===== config.mk =====
export PLATFORM = sky130hd
export DESIGN_NAME = cvm_mult
export DESIGN_NICKNAME = d
export VERILOG_FILES = /design/src/rtl/cvm_pkg.sv /design/src/rtl/cvm_c42.sv /design/src/rtl/cvm_c72.sv /design/src/rtl/cvm_row72.sv /design/src/rtl/cvm_ppgen.sv /design/src/rtl/cvm_tree.sv /design/src/rtl/cvm_mult.sv
export SDC_FILE = /design/constraint.sdc
export NUM_CORES = 1
export LEC_CHECK = 0
export BUFFER_PORTS_ARGS = -buffer_cell sky130_fd_sc_hd__buf_2
export CORE_MARGIN = 2
export CORE_UTILIZATION = 30
export DETAILED_ROUTE_END_ITERATION = 12
export GPL_ROUTABILITY_DRIVEN = 0
export GPL_TIMING_DRIVEN = 0
export MAX_ROUTING_LAYER = met4
export PLACE_DENSITY_LB_ADDON = 0.12
export SETUP_SLACK_MARGIN = 0.1
export SLEW_MARGIN = 20
export SYNTH_ARGS = -nofsm -noshare
export SYNTH_HDL_FRONTEND = slang
export SYNTH_SLANG_ARGS = --single-unit

===== constraint.sdc =====
create_clock -name clk -period 9.1 [get_ports clk]
set_input_delay 1.365 -clock clk [delete_from_list [all_inputs] [get_ports clk]]
set_output_delay 1.365 -clock clk [all_outputs]
set_load 0.005 [all_outputs]

===== src/rtl/cvm_pkg.sv =====
package cvm_pkg;

  // Rows left after one 7:2 layer acting on r rows.
  function automatic int rows_after(int r);
    if (r <= 2) return r;
    if (r < 7) return 2;
    return 2 * (r / 7) + (r % 7);
  endfunction

  // Rows entering layer lvl when the tree starts with n rows.
  function automatic int rows_at(int n, int lvl);
    int r;
    r = n;
    for (int i = 0; i < lvl; i++) r = rows_after(r);
    return r;
  endfunction

  // Number of layers needed to reach two rows.
  function automatic int level_count(int n);
    int r;
    int c;
    r = n;
    c = 0;
    while (r > 2) begin
      r = rows_after(r);
      c++;
    end
    return c;
  endfunction

  function automatic logic fa_sum(logic x, logic y, logic z);
    return x ^ y ^ z;
  endfunction

  function automatic logic fa_cy(logic x, logic y, logic z);
    return (x & y) | (x & z) | (y & z);
  endfunction

endpackage


===== src/rtl/cvm_c42.sv =====
module cvm_c42 (
  input  logic [3:0] x,
  input  logic       cin,
  output logic       sum,
  output logic       carry,
  output logic       cout
);
  // early select terms
  logic sel_pair;
  logic sel_quad;

  assign sel_pair = x[0] ^ x[1];
  assign sel_quad = sel_pair ^ x[2] ^ x[3];

  assign cout  = sel_pair ? x[2] : x[0];
  assign carry = sel_quad ? cin  : x[3];
  assign sum   = sel_quad ? ~cin : cin;

  always_comb begin

    c42_balance_chk: assert ($countones({x, cin}) ==
                             int'(sum) + 2 * (int'(carry) + int'(cout)))
      else $error("4:2 cell count mismatch");
  end
endmodule


===== src/rtl/cvm_c72.sv =====
module cvm_c72
  import cvm_pkg::*;
(
  input  logic [6:0] x,
  input  logic       cin1,
  input  logic       cin2,
  output logic       sum,
  output logic       carry,
  output logic       cout1,
  output logic       cout2
);
  logic s_lo;
  logic cy_lo;
  logic cy_hi;
  logic co_hi;

  cvm_c42 u_lo (
    .x(x[3:0]), .cin(cin1), .sum(s_lo), .carry(cy_lo), .cout(cout1)
  );

  cvm_c42 u_hi (
    .x({s_lo, x[6:4]}), .cin(cin2), .sum(sum), .carry(cy_hi), .cout(co_hi)
  );

  assign carry = fa_sum(cy_lo, cy_hi, co_hi);
  assign cout2 = fa_cy(cy_lo, cy_hi, co_hi);

  always_comb begin

    c72_balance_chk: assert ($countones({x, cin1, cin2}) ==
                             int'(sum) + 2 * int'(carry) + 2 * int'(cout1) + 4 * int'(cout2))
      else $error("7:2 cell count mismatch");
  end
endmodule


===== src/rtl/cvm_row72.sv =====
module cvm_row72 #(
  parameter int W = 16
) (
  input  logic [6:0][W-1:0] rows_i,
  output logic [W-1:0]      sum_o,
  output logic [W-1:0]      carry_o,
  output logic              drop_o
);
  logic [W-1:0] cy;

  for (genvar k = 0; k < W; k++) begin : g_col
    logic [6:0] bits;
    logic       c1_in;
    logic       c2_in;
    logic       co1;
    logic       co2;

    for (genvar r = 0; r < 7; r++) begin : g_bit
      assign bits[r] = rows_i[r][k];
    end

    // cout1 to the next column, cout2 two columns up
    if (k == 0) begin : g_c1_zero
      assign c1_in = 1'b0;
    end else begin : g_c1_link
      assign c1_in = g_col[k-1].co1;
    end

    if (k < 2) begin : g_c2_zero
      assign c2_in = 1'b0;
    end else begin : g_c2_link
      assign c2_in = g_col[k-2].co2;
    end

    cvm_c72 u_cell (
      .x(bits), .cin1(c1_in), .cin2(c2_in),
      .sum(sum_o[k]), .carry(cy[k]), .cout1(co1), .cout2(co2)
    );
  end

  assign carry_o = {cy[W-2:0], 1'b0};
  // anything leaving the top column is flagged
  assign drop_o  = cy[W-1] | g_col[W-1].co1 | g_col[W-1].co2 | g_col[W-2].co2;
endmodule


===== src/rtl/cvm_ppgen.sv =====
module cvm_ppgen #(
  parameter int N  = 8,
  parameter int W2 = 2 * N
) (
  input  logic [N-1:0]      a,
  input  logic [N-1:0]      b,
  output logic [N*W2-1:0]   rows_o
);
  // row j carries a[i]&b[j] at column i+j
  for (genvar j = 0; j < N; j++) begin : g_row
    for (genvar k = 0; k < W2; k++) begin : g_colbit
      if (k >= j && k - j < N) begin : g_term
        assign rows_o[j*W2 + k] = a[k-j] & b[j];
      end else begin : g_pad
        assign rows_o[j*W2 + k] = 1'b0;
      end
    end
  end
endmodule


===== src/rtl/cvm_tree.sv =====
module cvm_tree
  import cvm_pkg::*;
#(
  parameter int N  = 8,
  parameter int W2 = 2 * N
) (
  input  logic [N*W2-1:0] pp_i,
  output logic [W2-1:0]   row_s_o,
  output logic [W2-1:0]   row_c_o,
  output logic            drop_o
);
  localparam int NL = level_count(N);

  logic [NL:0] drop_l;
  assign drop_l[NL] = 1'b0;

  for (genvar l = 0; l < NL; l++) begin : g_lvl
    localparam int RIN  = rows_at(N, l);
    localparam int ROUT = rows_after(RIN);
    localparam int NG   = (RIN < 7) ? 1 : RIN / 7;
    localparam int LEFT = (RIN < 7) ? 0 : RIN % 7;

    logic [RIN*W2-1:0]  rows_i;
    logic [ROUT*W2-1:0] rows_o;
    logic [NG-1:0]      drop_g;

    if (l == 0) begin : g_src
      assign rows_i = pp_i;
    end else begin : g_chain
      assign rows_i = g_lvl[l-1].rows_o;
    end

    for (genvar g = 0; g < NG; g++) begin : g_grp
      logic [6:0][W2-1:0] gin;
      for (genvar r = 0; r < 7; r++) begin : g_in
        if (7 * g + r < RIN) begin : g_use
          assign gin[r] = rows_i[(7*g+r)*W2 +: W2];
        end else begin : g_zero
          assign gin[r] = '0;
        end
      end
      cvm_row72 #(.W(W2)) u_row (
        .rows_i (gin),
        .sum_o  (rows_o[(2*g)*W2 +: W2]),
        .carry_o(rows_o[(2*g+1)*W2 +: W2]),
        .drop_o (drop_g[g])
      );
    end

    for (genvar r = 0; r < LEFT; r++) begin : g_pass
      assign rows_o[(2*NG+r)*W2 +: W2] = rows_i[(7*NG+r)*W2 +: W2];
    end

    assign drop_l[l] = |drop_g;
  end

  if (NL == 0) begin : g_direct
    assign row_s_o = pp_i[W2-1:0];
    assign row_c_o = pp_i[2*W2-1:W2];
  end else begin : g_final
    assign row_s_o = g_lvl[NL-1].rows_o[W2-1:0];
    assign row_c_o = g_lvl[NL-1].rows_o[2*W2-1:W2];
  end

  assign drop_o = |drop_l;
endmodule


===== src/rtl/cvm_mult.sv =====
module cvm_mult #(
  parameter int N       = 8,
  parameter bit OUT_REG = 1'b1,
  localparam int W2     = 2 * N
) (
  input  logic          clk,
  input  logic          rst,
  input  logic          in_valid,
  input  logic [N-1:0]  a,
  input  logic [N-1:0]  b,
  output logic          out_valid,
  output logic [W2-1:0] product
);
  logic [N*W2-1:0] pp_rows;
  logic [W2-1:0]   row_s;
  logic [W2-1:0]   row_c;
  logic [W2-1:0]   prod_c;
  logic            drop_any;

  cvm_ppgen #(.N(N), .W2(W2)) u_pp (.a(a), .b(b), .rows_o(pp_rows));

  cvm_tree #(.N(N), .W2(W2)) u_tree (
    .pp_i(pp_rows), .row_s_o(row_s), .row_c_o(row_c), .drop_o(drop_any)
  );

  // final carry-propagate add; top carry discarded
  assign prod_c = row_s + row_c;


  no_drop_chk: assert property (@(posedge clk) disable iff (rst) !drop_any)
    else $error("carry left the top column");

  if (OUT_REG) begin : g_reg
    logic [W2-1:0] prod_q;
    logic          vld_q;

    always_ff @(posedge clk) begin
      if (rst) begin
        prod_q <= '0;
        vld_q  <= 1'b0;
      end else begin
        vld_q <= in_valid;
        if (in_valid) prod_q <= prod_c;
      end
    end

    assign product   = prod_q;
    assign out_valid = vld_q;


    valid_follow_chk: assert property (@(posedge clk) disable iff (rst)
      !$past(rst) |-> out_valid == $past(in_valid))
      else $error("out_valid does not follow in_valid");


    product_value_chk: assert property (@(posedge clk) disable iff (rst)
      (!$past(rst) && $past(in_valid)) |->
        product == W2'($past(a)) * W2'($past(b)))
      else $error("product differs from a*b");


    hold_chk: assert property (@(posedge clk) disable iff (rst)
      (!$past(rst) && !$past(in_valid)) |-> $stable(product))
      else $error("product moved without in_valid");


    reset_clear_chk: assert property (@(posedge clk) disable iff (rst)
      $past(rst) |-> (!out_valid && product == '0))
      else $error("reset did not clear outputs");
  end else begin : g_comb
    assign product   = prod_c;
    assign out_valid = in_valid;
  end
endmodule


; Word-level counts from Yosys, hierarchy flattened
; Index checks and enable logic that the tools add are counted.
; Widths: inputs -> output; s select.
[word_totals]
ff_bits = 17
inputBits = 19
out_inout_bits = 17
[classes]
addsub = 1
mux = 113
n_bitwise = 196
[op_table]
columns = op, count
row1 = $mux 1, 113
row2 = $and 1x1->1, 83
row3 = $xor 1x1->1, 76
row4 = $not 1->1, 27
row5 = $add 16x16->16, 1
row6 = $or 1x1->1, 10

; Longest topological paths before layout
; Gate-level depths: netlist (run 1).
[logic_depth]
depth_word = 28
mapped_depth = 27
ltp_nobuf = 25

; Cells and area by module
; From an unflattened synthesis (run 1), not the netlist that was laid out.
[hier_totals]
hier_cells = 796
area_unflattened_um2 = 7049.3
[modules_own_cells]
columns = mod, n_inst, cells_per_inst, area_each_um2
row1 = cvm_c42, 64, 7, 62.6
row2 = cvm_mult, 1, 149, 1247.4
row3 = cvm_ppgen, 1, 129, 884.6
row4 = cvm_c72, 32, 1, 20.0
row5 = cvm_row72, 2, 18, 131.4
row6 = cvm_tree, 1, 2, 10.0

; Worst setup path after synthesis (run 1)
; No wires, ideal clock.
[synth_timing]
kind = input port to flip-flop
start = input b[2]
end = register g_reg.prod_q[15], in the netlist product[15]
setup_ps = 86
t_arrival_ps = 6876
t_required_ps = 9014
slack_ps = 2138
path_stages = 27
path_buffers = 2
path_cell_list = buf_2 nand2_1 o21ai_1 a21boi_1 xor2_1 xnor2_1 ha_1 ha_1 a21oi_1 fa_1 maj3_1 fa_1 maj3_1 inv_1 ha_1 fa_1 xor2_1 xnor2_1 ha_1 ha_1 clkbuf_1 a21o_1 a211oi_1 o21ai_1 a21oi_1 xnor2_1 a211oi_1
[synth_via]
elab_chain_cells = 27
[synth_rtl]
columns = item, line
row1 = "start, declared", cvm_mult.sv:10  ; input logic [N-1:0] b,
row2 = $and 1x1->1, cvm_ppgen.sv:13  ; assign rows_o[j*W2 + k] = a[k-j] & b[j];
row3 = $xor 1x1->1 or $mux 1 (tied branches), "cvm_c42.sv:13, cvm_c42.sv:15"
row4 = $xor 1x1->1 or $not 1->1 (tied branches), "cvm_c42.sv:13, cvm_c42.sv:17"
row5 = $mux 1, cvm_c42.sv:17  ; assign sum = sel_quad ? ~cin : cin;
row6 = $xor 1x1->1, cvm_c42.sv:13  ; assign sel_quad = sel_pair ^ x[2] ^ x[3];
row7 = $mux 1, cvm_c42.sv:16  ; assign carry = sel_quad ? cin : x[3];
row8 = $and 1x1->1, cvm_pkg.sv:36  ; return (x & y) | (x & z) | (y & z);
row9 = $or 1x1->1 (2 in a row), cvm_pkg.sv:36
row10 = (+9 left out), -
row11 = $and 1x1->1, cvm_pkg.sv:36
row12 = $not 1->1, cvm_c42.sv:17
row13 = $mux 1, cvm_c42.sv:17
row14 = $xor 1x1->1, cvm_c42.sv:12  ; assign sel_pair = x[0] ^ x[1];
row15 = $mux 1, cvm_c42.sv:15  ; assign cout = sel_pair ? x[2] : x[0];
row16 = $not 1->1, cvm_c42.sv:17
row17 = $mux 1 (2 in a row), cvm_c42.sv:17
row18 = $add 16x16->16 *, cvm_mult.sv:27  ; assign prod_c = row_s + row_c;
row19 = "end signal, assigned", cvm_mult.sv:43  ; if (in_valid) prod_q <= prod_c;
row20 = "end, declared", cvm_mult.sv:34  ; logic [W2-1:0] prod_q;
; Every way passes the cells marked *; elsewhere a longest branch is shown, timed or not.
; A chain may end at the register's enable or synchronous reset.

; Worst setup path after layout (run 1)
; Ends and elaborated chain as after synthesis.

==> results.toml, run 1 <==
[pwr]
power.internal_w = 0.000328
p_leak_nw = 1.45
powerDensity_nw_per_um2 = 186
comb_power_share = 0.732
seq_power_share = 0.169
switching_share = 0.444
finalPower_w = 0.000590
pwr-share-clk = 0.099
worst_ir_drop_vdd_mv = 0.0662
power_switching_w = 0.000262

[floorplanning]
dieArea_um2 = 10300
die_h_um = 101
start_util = 0.309
num_rows = 35
floorplan.core_area_um2 = 9200
die_x_um = 101
design.portCount = 36

[cells_and_area]
drive_gt1_frac = 0.123
fillers = 1027
final_util = 0.344
syn_to_final_growth_pct = 11.6
nNetsFinal = 448
antennaDiodeCount = 0

[clocking]
cts_root_buffer = "clkbuf_8"
clock_latency_ns = 0.25
clock-sinks = 17
clkTransAtPathRegs_ns = 0.07
postCtsHoldBufs = 0
cts_buffers = 3
cts_tree = "yes"
htreeDepth = 1
post-cts-setup-buffers = 0
cts_resized = 0
clock_path_buffers = 2

[global_route]
grt_overflow_total = 0
grt_pass1_wl_um = 10700
antenna_found_initial = 0
track_usage = 0.131
grt_max_degree = 11
grt_pass1_vias = 2328

[synthesis]
syn-cell-area_um2 = 2840
syn-instance-count = 349
yosysTopAreaCellShare = 0.172
synth_edf_count = 0
ys_seq_area_frac = 0.120
yosysWarnings = 0
yosysTopAreaCell = "ha_1"
synthTopCellsByArea = "ha_1 17%, xnor2_1 15%, dfxtp_1 12%, nand2_1 7.8%, xor2_1 5.9%"
synth_ff_type = "dfxtp_1"
async_flop_share = 0
syn_avg_cell_area_um2 = 8.13
syn_nets = 414
ys_seq_elements = 17
ys_types = 50

[flow_run]
drv_cap = 0

[setup_path]
worstSetupPathType = "primary input to register"
critPathLaunchType = "primary input"
cp_max_fo = 10
worstPathRequired_ns = 9.27
endpoint_kind = "register"
cp.arrival_ns = 7.47

[min_path]
holdCritPathClass = "register to register"

[sta]
slew_violations = 0
rsz0062_at_grt = "false"
max_slew_margin = 0.574
period_share = 0.802
hold_viol = 0
tightest_slew_ns = 0.639
fin_crit_ns = 7.30
fin_tns_setup_ns = 0
clock.fmax_mhz = 137
skew_ns = 0
finalSetupViolations = 0

[route]
vias_per_cell = 4.89
routed_wl_um = 6340
wl_per_cell_um = 12.9
drtPass1Iterations = 6
vias = 2413
ant_nets = 0
first_iter_violations = 48
remaining_drc_errors = 0

[place]
numPortBuffers = 29
hpwlAfterDp_um = 5270

[outcome]
outcome = "complete, no violations"
==> cell families (layout without fill, tap and decap cells) <==
| logic type | count (synthesis) | count (layout) | synth area share |
|---|---|---|---|
| buffers and inverters | 23 | 56 | 0.0388 |
| flip-flops | 17 | 17 | 0.120 |
| XOR/XNOR | 69 | 69 | 0.218 |
| AO/OA/AOI/OAI | 59 | 59 | 0.140 |
| AND/OR/NAND/NOR | 112 | 112 | 0.180 |
| adder cells (fa/ha/maj) | 60 | 60 | 0.271 |
| multiplexers | 9 | 9 | 0.0317 |
==> synth_stat cells (all sizes together) (3+ instances only) <==
| master | n |
|---|---|
| a211o | 3 |
| a211oi | 4 |
| a21boi | 5 |
| a21o | 5 |
| a21oi | 11 |
| and2 | 14 |
| buf | 8 |
| clkbuf | 6 |
| dfxtp | 17 |
| fa | 7 |
| ha | 39 |
| inv | 9 |
| maj3 | 14 |
| mux2i | 9 |
| nand2 | 60 |
| nand2b | 5 |
| nor2 | 20 |
| o21a | 4 |
| o21ai | 15 |
| xnor2 | 49 |
| xor2 | 20 |
==> sequential cells by signal (all words and copies together), names as in the netlist <==
signal,cells
product,16
out_valid,1
==> per-layer routing <==
| layer | vias to the layer above | share of wire | GRT usage |
|---|---|---|---|
| met5 | - | 0 | - |
| met4 | 0 | 0.0099 | 0.0208 |
| met3 | 6 | 0.022 | 0.0200 |
| met2 | 27 | 0.48 | 0.219 |
| met1 | 1123 | 0.49 | 0.171 |
| li1 | 1257 | - | - |
==> through the flow <==
step	instances	area, µm²	setup WS [ns]	hold slack, ns
floorplan	349	2840	2.14	0.463
global placement	489	3120	1.60	0.462
detailed placement	489	3120	1.52	0.473
CTS	493	3170	1.78	0.483
global route	493	3170	1.27	0.500
finish	493	3170	1.80	0.478
==> critical path, cell delays in order <==
cell and delay [ns]:
buf_2 0.08, buf_2 0.20, nand2_1 0.13, o21ai_1 0.14
a21boi_1 0.27, xor2_1 0.20, xnor2_1 0.14, ha_1 0.16
ha_1 0.18, a21oi_1 0.10, fa_1 0.44, maj3_1 0.39
fa_1 0.45, maj3_1 0.36, inv_1 0.06, ha_1 0.20
fa_1 0.45, xor2_1 0.19, xnor2_1 0.13, ha_1 0.27
ha_1 0.26, clkbuf_1 0.18, a21o_1 0.20, a211oi_1 0.24
o21ai_1 0.12, a21oi_1 0.19, xnor2_1 0.12, a211oi_1 0.23
==> power groups by stage <==
| stage | registers (W) | clock network (W) | logic (W) |
|---|---|---|---|
| 3_5_place_dp | 0.000101 | 0 | 0.000440 |
| 3_3_place_gp | 0.000101 | 0 | 0.000437 |
| 6_report | 0.0000995 | 0.0000584 | 0.000432 |
| 4_1_cts | 0.0000997 | 0.0000600 | 0.000443 |
| 5_1_grt | 0.000102 | 0.0000637 | 0.000495 |
| 2_1_floorplan | 0.000103 | 0 | 0.000340 |
==> area by class of cell <==
cell class | instances | area (µm²) | share of cell area
flip-flops and latches | 17 | 340 | 0.107
plain buffers | 14 | 76.3 | 0.0241
well taps | 111 | 139 | 0.0438
repair buffers | 29 | 145 | 0.0458
multi-input cells | 309 | 2390 | 0.754
inverters | 9 | 33.8 | 0.0107
clock buffers | 4 | 45.0 | 0.0142
==> layout by cell type, fill, tap and decap left out, types with 2 or more instances in the layout <==
cell type and n:
o21ai_1 5, xor2_1 19, a21o_1 5, fa_1 7, nand4_1 2, clkbuf_8 3, buf_2 33, ha_1 39
xnor2_1 48, and2_1 14, a211o_1 3, dfxtp_1 17, a211oi_1 4, buf_6 2, nand3_1 2, o21a_1 4
o21ai_0 10, nor3b_1 2, maj3_2 2, nor3_1 2, clkbuf_1 7, mux2i_1 9, maj3_1 12, nand2b_1 5
inv_1 9, a22o_1 2, nand2_1 59, nor2_1 20, a21oi_1 11, a21boi_0 4
==> worst paths after layout <==
kind	to	slack, ns	start	cells after the start
setup / recovery	product[15]	1.80	b[2]	28
hold / removal	product[0]	0.48	product[0]	2
setup reg to reg	product[13]	8.26	product[13]	3
hold reg to reg	product[0]	0.48	product[0]	2
(Power assumes the default switching activity.)
==> inputs of run 2 (changes only) <==
- clock period: 9.1 -> 6 ns (I/O delays scaled with it)
==> results.toml, run 2 (same netlist as run 1, synthesis figures left out) <==
[outcome]
outcome = "complete, no violations"

[setup_path]
endpoint_kind = "register"
critPathMaxStageDelay_ns = 0.40
critPathLaunchType = "primary input"
worstPathRequired_ns = 6.12
worstSetupPathType = "primary input to register"
critPathLaunch = "b[2]"
reg2reg_from = "product[13]"
cp_max_fo = 5
crit_slowest_cell = "fa_2"
cp.arrival_ns = 5.94

[cells_and_area]
layout_common_cells = "54 x nand2_1, 44 x xnor2_1, 31 x ha_1, 26 x buf_2"
layout.cells.non_filler = 508
fillers = 963
largest_reg_flops = 16
nNetsFinal = 463
antennaDiodeCount = 0
syn_to_final_growth_pct = 25.3
final_common_cell = "nand2_1"
drive_gt1_frac = 0.257

[pwr]
worst_ir_drop_vdd_mv = 0.113
p_leak_nw = 1.57
powerDensity_nw_per_um2 = 271
finalPower_w = 0.000964

[global_route]
grt_pass1_wl_um = 11000
track_usage = 0.135
antenna_found_initial = 0
grt_pass1_vias = 2387
grt_max_degree = 12
grt_overflow_total = 0

[min_path]
holdCritPathClass = "register to register"
hp-start = "product[0]"

[place]
dpl_worst_slack_ns = -0.424
numPortBuffers = 29
place_inst = 489
hpwlAfterDp_um = 5180

[route]
wl_per_cell_um = 12.6
first_iter_violations = 61
remaining_drc_errors = 0
vias_per_cell = 4.81
ant_nets = 0
drtPass1Iterations = 4
routed_wl_um = 6420
vias = 2441

[clocking]
clock_latency_ns = 0.26
cts_tree = "yes"
cts_root_buffer = "clkbuf_8"
clkTransAtPathRegs_ns = 0.08
cts_buffers = 3
htreeDepth = 1
clock_path_buffers = 2
clock-sinks = 17
postCtsHoldBufs = 0

[sta]
hold_viol = 0
whs_ns = 0.480
rsz0062_at_grt = "true"
fin_tns_setup_ns = 0
finalSetupViolations = 0
clock.fmax_mhz = 172
setup_ws_ns = 0.177
fin_crit_ns = 5.82
period_share = 0.970
slew_violations = 0
skew_ns = 0
max_slew_margin = 0.575
tightest_slew_ns = 0.637

[floorplanning]
design.portCount = 36
die_h_um = 101
num_rows = 35
dieArea_um2 = 10300
floorplan.core_area_um2 = 9200
die_x_um = 101
start_util = 0.309

[flow_run]
drv_cap = 0
run 2: where the power goes:
part / internal [W] / leakage (nW) / switching [W]
sequential: 0.000140 / 0.140 / 0.0000114
clock: 0.0000468 / 0.0217 / 0.0000450
combinational: 0.000353 / 1.41 / 0.000367
run 2: routing by layer:
layer / global-route usage / part of all wire
met3: 0.00828 / 0.021
met1: 0.178 / 0.51
met2: 0.226 / 0.46
met5: - / 0
met4: 0.0312 / 0.0067
run 2: per-stage QoR:
step / utilization / area [µm²]
after global routing: 0.387 / 3560
after CTS: 0.372 / 3420
after floorplan: - / 2970
after global placement: 0.354 / 3260
final: 0.387 / 3560
after detailed placement: 0.354 / 3260
run 2: final timing paths:
path                 endpoint  slack (ns)  depth (start not counted)
setup / recovery  product[15]        0.18                         27
hold / removal     product[0]        0.48                          2
setup reg to reg  product[13]        5.15                          3
hold reg to reg    product[0]        0.48                          2
run 2: area by class of cell:
type                    count  area, µm²  area share
flip-flops and latches     17        340      0.0957
inverters                   9       33.8     0.00950
repair buffers             45        284      0.0798
well taps                 111        139      0.0390
multi-input cells         309       2610       0.733
plain buffers              13        103      0.0288
clock inverters             1       7.51     0.00211
clock buffers               3       41.3      0.0116
run 2: worst max-delay path: cells and delay by family:
family	cells	cell delay, ns
adders and majority gates	11	2.99
buffers and inverters	3	0.25
AOI/OAI and AO/OA	5	0.74
and+or+nand+nor	3	0.31
xor gates and xnor gates	5	0.75
run 2: what timing repair did:
item,4_1_cts,5_1_grt
setup endpoints to repair,2,4
buffers inserted,10,6
pin swaps,18,29
resized for setup,9,22
hold endpoints to repair,0,0
==> inputs of run 3 (changes only) <==
- SYNTH_HIERARCHICAL: unset -> 1
==> results.toml, run 3 <==
[route]
routed_wl_um = 11500
first_iter_violations = 84
wl_per_cell_um = 8.58
remaining_drc_errors = 0
vias_per_cell = 3.73
drtPass1Iterations = 4
ant_nets = 0
vias = 4997

[setup_path]
critPathLaunchType = "primary input"
cp.arrival_ns = 6.75
cp_max_fo = 5
crit_slowest_cell = "fa_1"
worstPathRequired_ns = 6.18
critPathMaxStageDelay_ns = 0.51
reg2reg_from = "product[15]"
worstSetupPathType = "primary input to register"
critPathLaunch = "a[2]"
endpoint_kind = "register"

[sta]
finalSetupViolations = 3
skew_ns = 0
period_share = 1.09
setup_ws_ns = -0.560
slew_violations = 0
tightest_slew_ns = 0.556
max_slew_margin = 0.629
fin_crit_ns = 6.56
rsz0062_at_grt = "true"
hold_viol = 0
clock.fmax_mhz = 152
whs_ns = 0.443
fin_tns_setup_ns = -1.32

[global_route]
grt_pass1_vias = 4631
antenna_found_initial = 0
grt_max_degree = 11
grt_overflow_total = 0
track_usage = 0.103
grt_pass1_wl_um = 20700

[cells_and_area]
syn_to_final_growth_pct = 29.3
layout_common_cells = "223 x conb_1, 115 x buf_4, 71 x nand2_1, 69 x nor2_1, 62 x xor2_1"
antennaDiodeCount = 0
drive_gt1_frac = 0.215
fillers = 2306
final_util = 0.395
largest_reg_flops = 16
final_common_cell = "conb_1"
nNetsFinal = 1122

[synthesis]
syn-instance-count = 775
yosysWarnings = 6
syn-cell-area_um2 = 6900
syn_avg_cell_area_um2 = 8.90

[outcome]
outcome = "finished, violations left"
violations = "negative setup slack"

[clocking]
cts_tree = "yes"
postCtsHoldBufs = 0
clock-sinks = 17
clock_path_buffers = 2
cts_root_buffer = "clkbuf_16"
clock_latency_ns = 0.25
clkTransAtPathRegs_ns = 0.05
htreeDepth = 1
cts_buffers = 3

[floorplanning]
design.portCount = 36
floorplan.core_area_um2 = 22600
num_rows = 55
die_h_um = 156
dieArea_um2 = 24200
die_x_um = 156
start_util = 0.306

[place]
numPortBuffers = 35
hpwlAfterDp_um = 10100

[min_path]
holdCritPathClass = "register to register"
hp-start = "product[11]"

[flow_run]
drv_cap = 0
[run 3: repair_timing]
item / CTS / global route
gates resized for setup: 49 / 29
pin swaps: 36 / 25
setup endpoints to repair: 6 / 6
buffers inserted: 16 / 8
endpoints found under the hold margin: 0 / 0
[run 3: per-layer routing]
layer	track usage	part of all wire	wire length (µm)
met1	0.156	0.58	6640
met2	0.157	0.40	4610
met3	0.00278	0.015	169
met4	0.0170	0.0070	80
met5	-	0	0
[run 3: worst max-delay path: cells and delay by family]
kind | cells | cell delay [ns]
adders and majority gates | 8 | 2.96
muxes | 1 | 0.26
AOI/OAI and AO/OA | 7 | 0.64
and+or+nand+nor | 7 | 0.99
buffers and inverters | 3 | 0.39
xor gates and xnor gates | 3 | 0.58
[run 3: final timing paths]
kind / endpoint / slack (ns) / depth (start not counted)
worst max-delay path: product[14] / -0.56 / 29
worst min-delay path: product[11] / 0.44 / 2
worst max register to register: product[15] / 5.10 / 3
worst min register to register: product[11] / 0.44 / 2
[run 3: final cells by class]
class,instances,area [µm²],area share
multi-input cells,870,6940,0.777
inverters,5,21.3,0.00238
flip-flops and latches,17,340,0.0381
well taps,285,357,0.0400
clock buffers,4,78.8,0.00884
repair buffers,59,437,0.0489
plain buffers,101,752,0.0843
[run 3: metrics by stage]
| step | area, µm² | setup slack [ns] | instances |
|---|---|---|---|
| after floorplan | 7830 | -0.625 | 994 |
| after global placement | 8360 | -1.27 | 1314 |
| after detailed placement | 8360 | -1.29 | 1314 |
| after CTS | 8720 | -0.708 | 1333 |
| after global routing | 8920 | -0.848 | 1341 |
| final | 8920 | -0.560 | 1341 |
Power of run 3 is left out: the tool's default activity adds up to more than one toggle a clock period on the data nets, which glitch-free logic cannot reach.
